**src/rtl/vidbus_pkg.sv**
```systemverilog
package vidbus_pkg;
  localparam int NUM_PHASES = 4;
  localparam int PHASE_W    = $clog2(NUM_PHASES);
  localparam int CTL_BITS   = 4;

  typedef struct packed {
    logic               load;       // capture inputs and emit a control phase
    logic [PHASE_W-1:0] colourSel;  // phase shown after this edge (1..3 = R,G,B)
  } vbStrobe_t;
endpackage

```
**src/rtl/vidbus_ctrl.sv**
```systemverilog
module vidbus_ctrl
  import vidbus_pkg::*;
(
  input  logic               clk,
  input  logic               rstN,
  input  logic               blank,
  output vbStrobe_t          strobe,
  output logic [PHASE_W-1:0] phase,
  output logic               pixReq
);
  localparam logic [PHASE_W-1:0] LAST = PHASE_W'(NUM_PHASES - 1);

  logic               blankHeld;
  logic               loadNow;
  logic [PHASE_W-1:0] phaseNext;

  always_comb begin
    loadNow   = (phase == LAST) || ((phase == '0) && blankHeld);
    phaseNext = loadNow ? '0 : phase + 1'b1;
    strobe.load      = loadNow;
    strobe.colourSel = phaseNext;
  end

  always_ff @(posedge clk) begin
    if (!rstN) begin
      phase     <= LAST;
      blankHeld <= 1'b0;
      pixReq    <= 1'b0;
    end else begin
      phase  <= phaseNext;
      pixReq <= loadNow && !blank;
      if (loadNow) blankHeld <= blank;
    end
  end

  // colour phases advance one step per cycle
  a_r2_colour_advance: assert property (@(posedge clk) disable iff (!rstN)
    (phase != '0 && phase != LAST) |=> (phase == PHASE_W'($past(phase) + 1)));

  // a blanked control phase is followed by another control phase
  a_r5_blank_repeats: assert property (@(posedge clk) disable iff (!rstN)
    (phase == '0 && blankHeld) |=> (phase == '0));

  // an active control phase is followed by the red phase
  a_r7_active_to_red: assert property (@(posedge clk) disable iff (!rstN)
    (phase == '0 && !blankHeld) |=> (phase == PHASE_W'(1)));

  // the request never lasts more than one cycle
  a_r8_req_single: assert property (@(posedge clk) disable iff (!rstN)
    pixReq |=> !pixReq);
endmodule

```
**src/rtl/vidbus_dp.sv**
```systemverilog
module vidbus_dp
  import vidbus_pkg::*;
#(
  parameter int CHAN_W = 7
) (
  input  logic              clk,
  input  logic              rstN,
  input  vbStrobe_t         strobe,
  input  logic [CHAN_W-1:0] pixRed,
  input  logic [CHAN_W-1:0] pixGreen,
  input  logic [CHAN_W-1:0] pixBlue,
  input  logic [CTL_BITS-1:0] syncN,
  output logic [CHAN_W-1:0] busData,
  output logic              frameSyncN
);
  localparam int NUM_CHAN = NUM_PHASES - 1;

  logic [CHAN_W-1:0] pixIn [NUM_CHAN];
  logic [CHAN_W-1:0] held  [NUM_CHAN];
  logic [CHAN_W-1:0] colourWord;

  assign pixIn[0] = pixRed;
  assign pixIn[1] = pixGreen;
  assign pixIn[2] = pixBlue;

  for (genvar ch = 0; ch < NUM_CHAN; ch++) begin : g_hold
    always_ff @(posedge clk) begin
      if (!rstN)            held[ch] <= '0;
      else if (strobe.load) held[ch] <= pixIn[ch];
    end
  end

  always_comb begin
    case (strobe.colourSel)
      PHASE_W'(1): colourWord = held[0];
      PHASE_W'(2): colourWord = held[1];
      default:     colourWord = held[2];
    endcase
  end

  always_ff @(posedge clk) begin
    if (!rstN) begin
      busData    <= '0;
      frameSyncN <= 1'b1;
    end else if (strobe.load) begin
      busData    <= CHAN_W'(syncN);
      frameSyncN <= 1'b0;
    end else begin
      busData    <= colourWord;
      frameSyncN <= 1'b1;
    end
  end

  // upper bits are zero whenever the strobe marks a control phase
  a_r4_upper_zero: assert property (@(posedge clk) disable iff (!rstN)
    !frameSyncN |-> (busData[CHAN_W-1:CTL_BITS] == '0));

  // held pixel stays put when no control phase starts
  a_r6_hold_stable: assert property (@(posedge clk) disable iff (!rstN)
    !strobe.load |=> ($stable(held[0]) && $stable(held[1]) && $stable(held[2])));
endmodule

```
**src/rtl/vidbus_tx.sv**
```systemverilog
module vidbus_tx
  import vidbus_pkg::*;
#(
  parameter int CHAN_W = 7
) (
  input  logic              clk,
  input  logic              rstN,
  input  logic [CHAN_W-1:0] pixRed,
  input  logic [CHAN_W-1:0] pixGreen,
  input  logic [CHAN_W-1:0] pixBlue,
  input  logic              csyncN,
  input  logic              hsyncN,
  input  logic              clampN,
  input  logic              vsyncN,
  input  logic              blank,
  output logic [CHAN_W-1:0] busData,
  output logic              frameSyncN,
  output logic              pixReq
);
  vbStrobe_t          strobe;
  logic [PHASE_W-1:0] phase;

  vidbus_ctrl u_ctrl (
    .clk    (clk),
    .rstN   (rstN),
    .blank  (blank),
    .strobe (strobe),
    .phase  (phase),
    .pixReq (pixReq)
  );

  vidbus_dp #(.CHAN_W(CHAN_W)) u_dp (
    .clk        (clk),
    .rstN       (rstN),
    .strobe     (strobe),
    .pixRed     (pixRed),
    .pixGreen   (pixGreen),
    .pixBlue    (pixBlue),
    .syncN      ({vsyncN, clampN, hsyncN, csyncN}),
    .busData    (busData),
    .frameSyncN (frameSyncN)
  );

  // strobe low exactly when the controller is in the control phase
  a_r3_strobe_phase: assert property (@(posedge clk) disable iff (!rstN)
    (!frameSyncN) == (phase == '0));
endmodule

```
**config.mk**
```make
export PLATFORM = sky130hd
export DESIGN_NAME = vidbus_tx
export DESIGN_NICKNAME = d
export VERILOG_FILES = /design/src/rtl/vidbus_pkg.sv /design/src/rtl/vidbus_ctrl.sv /design/src/rtl/vidbus_dp.sv /design/src/rtl/vidbus_tx.sv
export SDC_FILE = /design/constraint.sdc
export NUM_CORES = 1
export LEC_CHECK = 0
export BUFFER_PORTS_ARGS = -buffer_cell sky130_fd_sc_hd__buf_2
export CAP_MARGIN = 20
export CORE_MARGIN = 2
export CORE_UTILIZATION = 54
export DETAILED_ROUTE_END_ITERATION = 10
export PLACE_DENSITY = 0.82
export SYNTH_ARGS = -nofsm -noshare
export SYNTH_HDL_FRONTEND = slang
export SYNTH_SLANG_ARGS = --single-unit
```
**constraint.sdc**
```tcl
create_clock -name clk -period 4.5 [get_ports clk]
set_input_delay 0.9 -clock clk [delete_from_list [all_inputs] [get_ports clk]]
set_output_delay 0.9 -clock clk [all_outputs]
set_load 0.05 [all_outputs]
```
* Yosys cells after proc, flatten, opt, wreduce, memory -nomap -nowiden
Memory sizes are Yosys's and may differ from the RTL's. Index checks and enable logic that the tools add are counted.
Word-level totals: output and inout bits 9, bits of input ports 28, register bits after elaboration 12, memories kept 1, bits in writable memories 21
Memory list:
- u_dp.held | depth 3, width 7, read ports 3, clocked after Yosys merged registers in 0, write ports 3, line vidbus_dp.sv:19 | logic [CHAN_W-1:0] held [NUM_CHAN];
Cells by class: equal/unequal tests 3, add/subtract/negate cells 1, mux-type cells 11, bitwise gates (word level) 4, reductions and logical operators 6
Operators with widths (number):
- 7-bit two-way mux | 3
- 7-bit case mux with 2 select lines | 1
- 1-bit two-way mux | 5
- 2-bit equality test (second input constant) | 2
- 4-bit two-way mux | 1
- 1-bit bitwise OR | 3
- 2-bit by 1-bit adder with 2-bit output (second input constant) | 1
- 2-bit by 1-bit equality test with 1-bit output (second input constant) | 1
- 1-bit logical AND | 2
- 2-bit logical NOT | 1
- 2-bit two-way mux | 1
- 2-bit OR reduction | 1
- 1-bit logical NOT | 1
- 1-bit logical OR | 1
- 1-bit NOT | 1

* Longest topological paths before layout
word-level depth 7, depth in mapped cells 6, mapped depth without buffers 5

* By module
Synthesis repeated with hierarchy kept, for this count alone.
Unflattened totals: cells, all modules 103, area, all modules 1336.3 um2
By module, submodules not included:
- vidbus_dp | cells each 87, area an instance 1169.9 um2, sequential area each 790.8 um2, instances 1
- vidbus_ctrl | cells each 16, area an instance 166.4 um2, sequential area each 80.1 um2, instances 1

* Worst setup path before layout
No wires, ideal clock.
kind input to register, from input port rstN, to memory u_dp.held[0][0], enable pin, setup time 0.419 ns, arrival time 1.543 ns, stages on the path 2, path slack 2.539 ns, required time 4.081 ns, cells stage by stage clkbuf_1 nand2_1
RTL lines:
- from (decl) | line vidbus_tx.sv:7 | input logic rstN,
- to (decl) | line vidbus_dp.sv:19

==> results.yml <==
global_routing:
  grt_pass1_wl_um: 3430
  groute.usage.overall: 0.178
  grt_max_degree: 31
  grt_pass1_vias: 824
  grt-ovfl-total: 0
  grt_antenna_before_repair: 0
logic_synthesis:
  synth_edf_count: 21
  ys_seq_elements: 33
  syn_nets: 136
  synth-async-reset-ratio: 0
  yosys_warnings: 0
  syn_inst: 105
  syn-cell-area_mm2: 0.00134
  postSynthAreaPerCell_um2: 12.8
  yosys.cell_types.count: 20
  ys_dominant_reg_cell: "edfxtp_1"
  ys_seq_area_frac: 0.648
cells_and_area:
  antennaDiodeCount: 0
  nets: 173
  final_cell_mix: "buf_2, and3_1, edfxtp_1"
  layout-area-overhead-vs-synth_pct: 16.6
  final_common_cell: "buf_2"
  drive_gt1_frac: 0.322
worst_setup_path:
  crit_path_start: "u_ctrl.phase[0]$_SDFF_PN1_"
  r2r-start: "u_ctrl.phase[0]$_SDFF_PN1_"
  timing.rr.end: "u_dp.held[2][6]$_SDFFCE_PN0P_"
  required_ns: 4.37
  cp_slowest_stage_delay_ns: 0.62
  arrival_ns: 2.07
  crit_fanout: 24
  cp-start-kind: "register"
  crit_chain: "inv_1, ha_1, a21oi_2, nand2_1"
  critPathSlowestCell: "nand2_1"
  reg2reg_depth: 4
  endpoint_kind: "register"
  rrSetupSlack_ns: 2.30
  crit_type: "reg -> reg"
die:
  top_level_ports: 37
  die_w_um: 53.9
  dieArea_mm2: 0.00290
  rows: 18
  initial_core_util: 0.558
  coreArea_mm2: 0.00241
  die_h_um: 53.9
hold_path:
  hold_depth: 2
  hold-path-endpoint: "u_dp.busData[4]$_SDFF_PP0_"
  hp-class: "reg -> reg"
  hold_start: "u_dp.held[2][4]$_SDFFCE_PN0P_"
clocking:
  ctsHoldBuffers: 0
  cts_tree: "built"
  cts.repair.resized: 0
  clkSlewWorstSetupHoldPaths_ns: 0.10
  clk_latency_ns: 0.33
  cts_setup_buffers: 0
  htree_levels: 2
  clock-root-buffer: "clkbuf_4"
  cts_sinks: 33
  numCtsBuffers: 5
  cts_buffer_depth: 2
place:
  gp_congestion: 0.673
  dp_hpwl_um: 1520
  portBuffers: 36
route:
  wl_per_cell_um: 13.3
  avgViaCountPerCell: 5.24
  drt_iter0_markers: 12
  wirelength_um: 2300
  vias: 907
  antenna_left: 0
  drc_errors: 0
  first_pass_iters: 5
timing:
  worst_slew_pin_slew_ns: 0.924
  slew_violations: 0
  grt_setup_unrepaired: "no"
  relSlewSlack: 0.383
  skew_ns: 0.0121
  finalHoldViolations: 0
  tns_ns: 0
  hold_slack_ns: 0.524
  min_period_over_period: 0.488
  setup_viol_count_final: 0
  max_clock_freq_mhz: 455
  min_period_ns: 2.20
power:
  leakagePower_nw: 0.742
  cellPowerDensity_mw_per_mm2: 430
  peakVddDrop_mv: 0.283
run:
  drv_cap: 0
outcome:
  outcome: "finished, final reports clean"
## worst max-delay path: cells and delay by family, from the launching register on
family | cells | cell delay, ns
flops | 1 | 0.48
buf+inv | 1 | 0.08
compound gates | 1 | 0.31
fa+ha+maj | 1 | 0.23
simple gates | 1 | 0.62
## per-layer routing
metal  track usage  vias up  share of wire
met5             0        -              0
met4         0.115        0          0.024
met3        0.0583        8          0.053
met2         0.303       29           0.51
met1         0.186      412           0.41
li1              -      458              -
## how the worst max path moves through the flow
stage / to / slack [ns] / cells past startpoint
2_1_floorplan: u_dp.held[0][0]$_SDFFCE_PN0P_ / 2.54 / 2
5_1_grt: u_dp.held[0][1]$_SDFFCE_PN0P_ / 2.11 / 4
4_1_cts: u_dp.held[2][6]$_SDFFCE_PN0P_ / 2.30 / 4
6_report: u_dp.held[2][6]$_SDFFCE_PN0P_ / 2.30 / 4
3_5_place_dp: u_dp.held[0][5]$_SDFFCE_PN0P_ / 2.11 / 2
3_3_place_gp: u_dp.held[1][4]$_SDFFCE_PN0P_ / 2.19 / 2
## area by class of cell
cell class | count | area [um2]
tap | 30 | 37.5
fill | 188 | 843
timing repair buffer | 36 | 180
sequential | 33 | 871
clock inverter | 3 | 12.5
inverter | 2 | 7.51
clock buffer | 5 | 37.5
multi-input combinational | 64 | 420
## report_power, final
| group | switching, mW | total, mW | internal [mW] |
|---|---|---|---|
| logic | 0.0948 | 0.142 | 0.0468 |
| clock network | 0.0950 | 0.151 | 0.0564 |
| registers | 0.0125 | 0.380 | 0.368 |
## cell families after synthesis
group | count (synthesis) | synth area share
and+or+nand+nor | 38 | 0.162
DFF | 33 | 0.648
AOI/OAI and AO/OA | 18 | 0.0857
buffers and inverters | 8 | 0.0391
muxes | 5 | 0.0372
adders and majority gates | 3 | 0.0279
## per-stage QoR
stage / cells / worst slack, ns / total power, mW / cell area (um2) / util
2_1_floorplan: 105 / 2.54 / 0.499 / 1340 / -
3_3_place_gp: 165 / 2.19 / 0.524 / 1520 / 0.629
3_5_place_dp: 165 / 2.11 / 0.530 / 1520 / 0.629
4_1_cts: 173 / 2.30 / 0.678 / 1570 / 0.650
5_1_grt: 173 / 2.11 / 0.705 / 1570 / 0.650
6_report: 173 / 2.30 / 0.673 / 1570 / 0.650
## cell usage after synthesis, types with 2 or more instances
cell type	instances	area (um2)
and3_1	21	131
inv_1	2	7.51
mux2i_1	5	50.1
dfxtp_1	12	240
ha_1	3	37.5
edfxtp_1	21	631
buf_6	3	33.8
a21oi_1	3	15.0
a22oi_1	3	22.5
o21ai_0	5	25.0
a31oi_1	4	25.0
clkbuf_1	3	11.3
nor2b_1	5	31.3
nand2_1	9	33.8
## flip-flops by register name, summed over array words and instances, names as in the netlist
signal and cells:
u_ctrl.blankHeld 1, u_ctrl.phase 2, u_ctrl.pixReq 1, u_dp.busData 7, u_dp.frameSyncN 1, u_dp.held 21
Note: power is estimated with default switching activity, not from simulation.
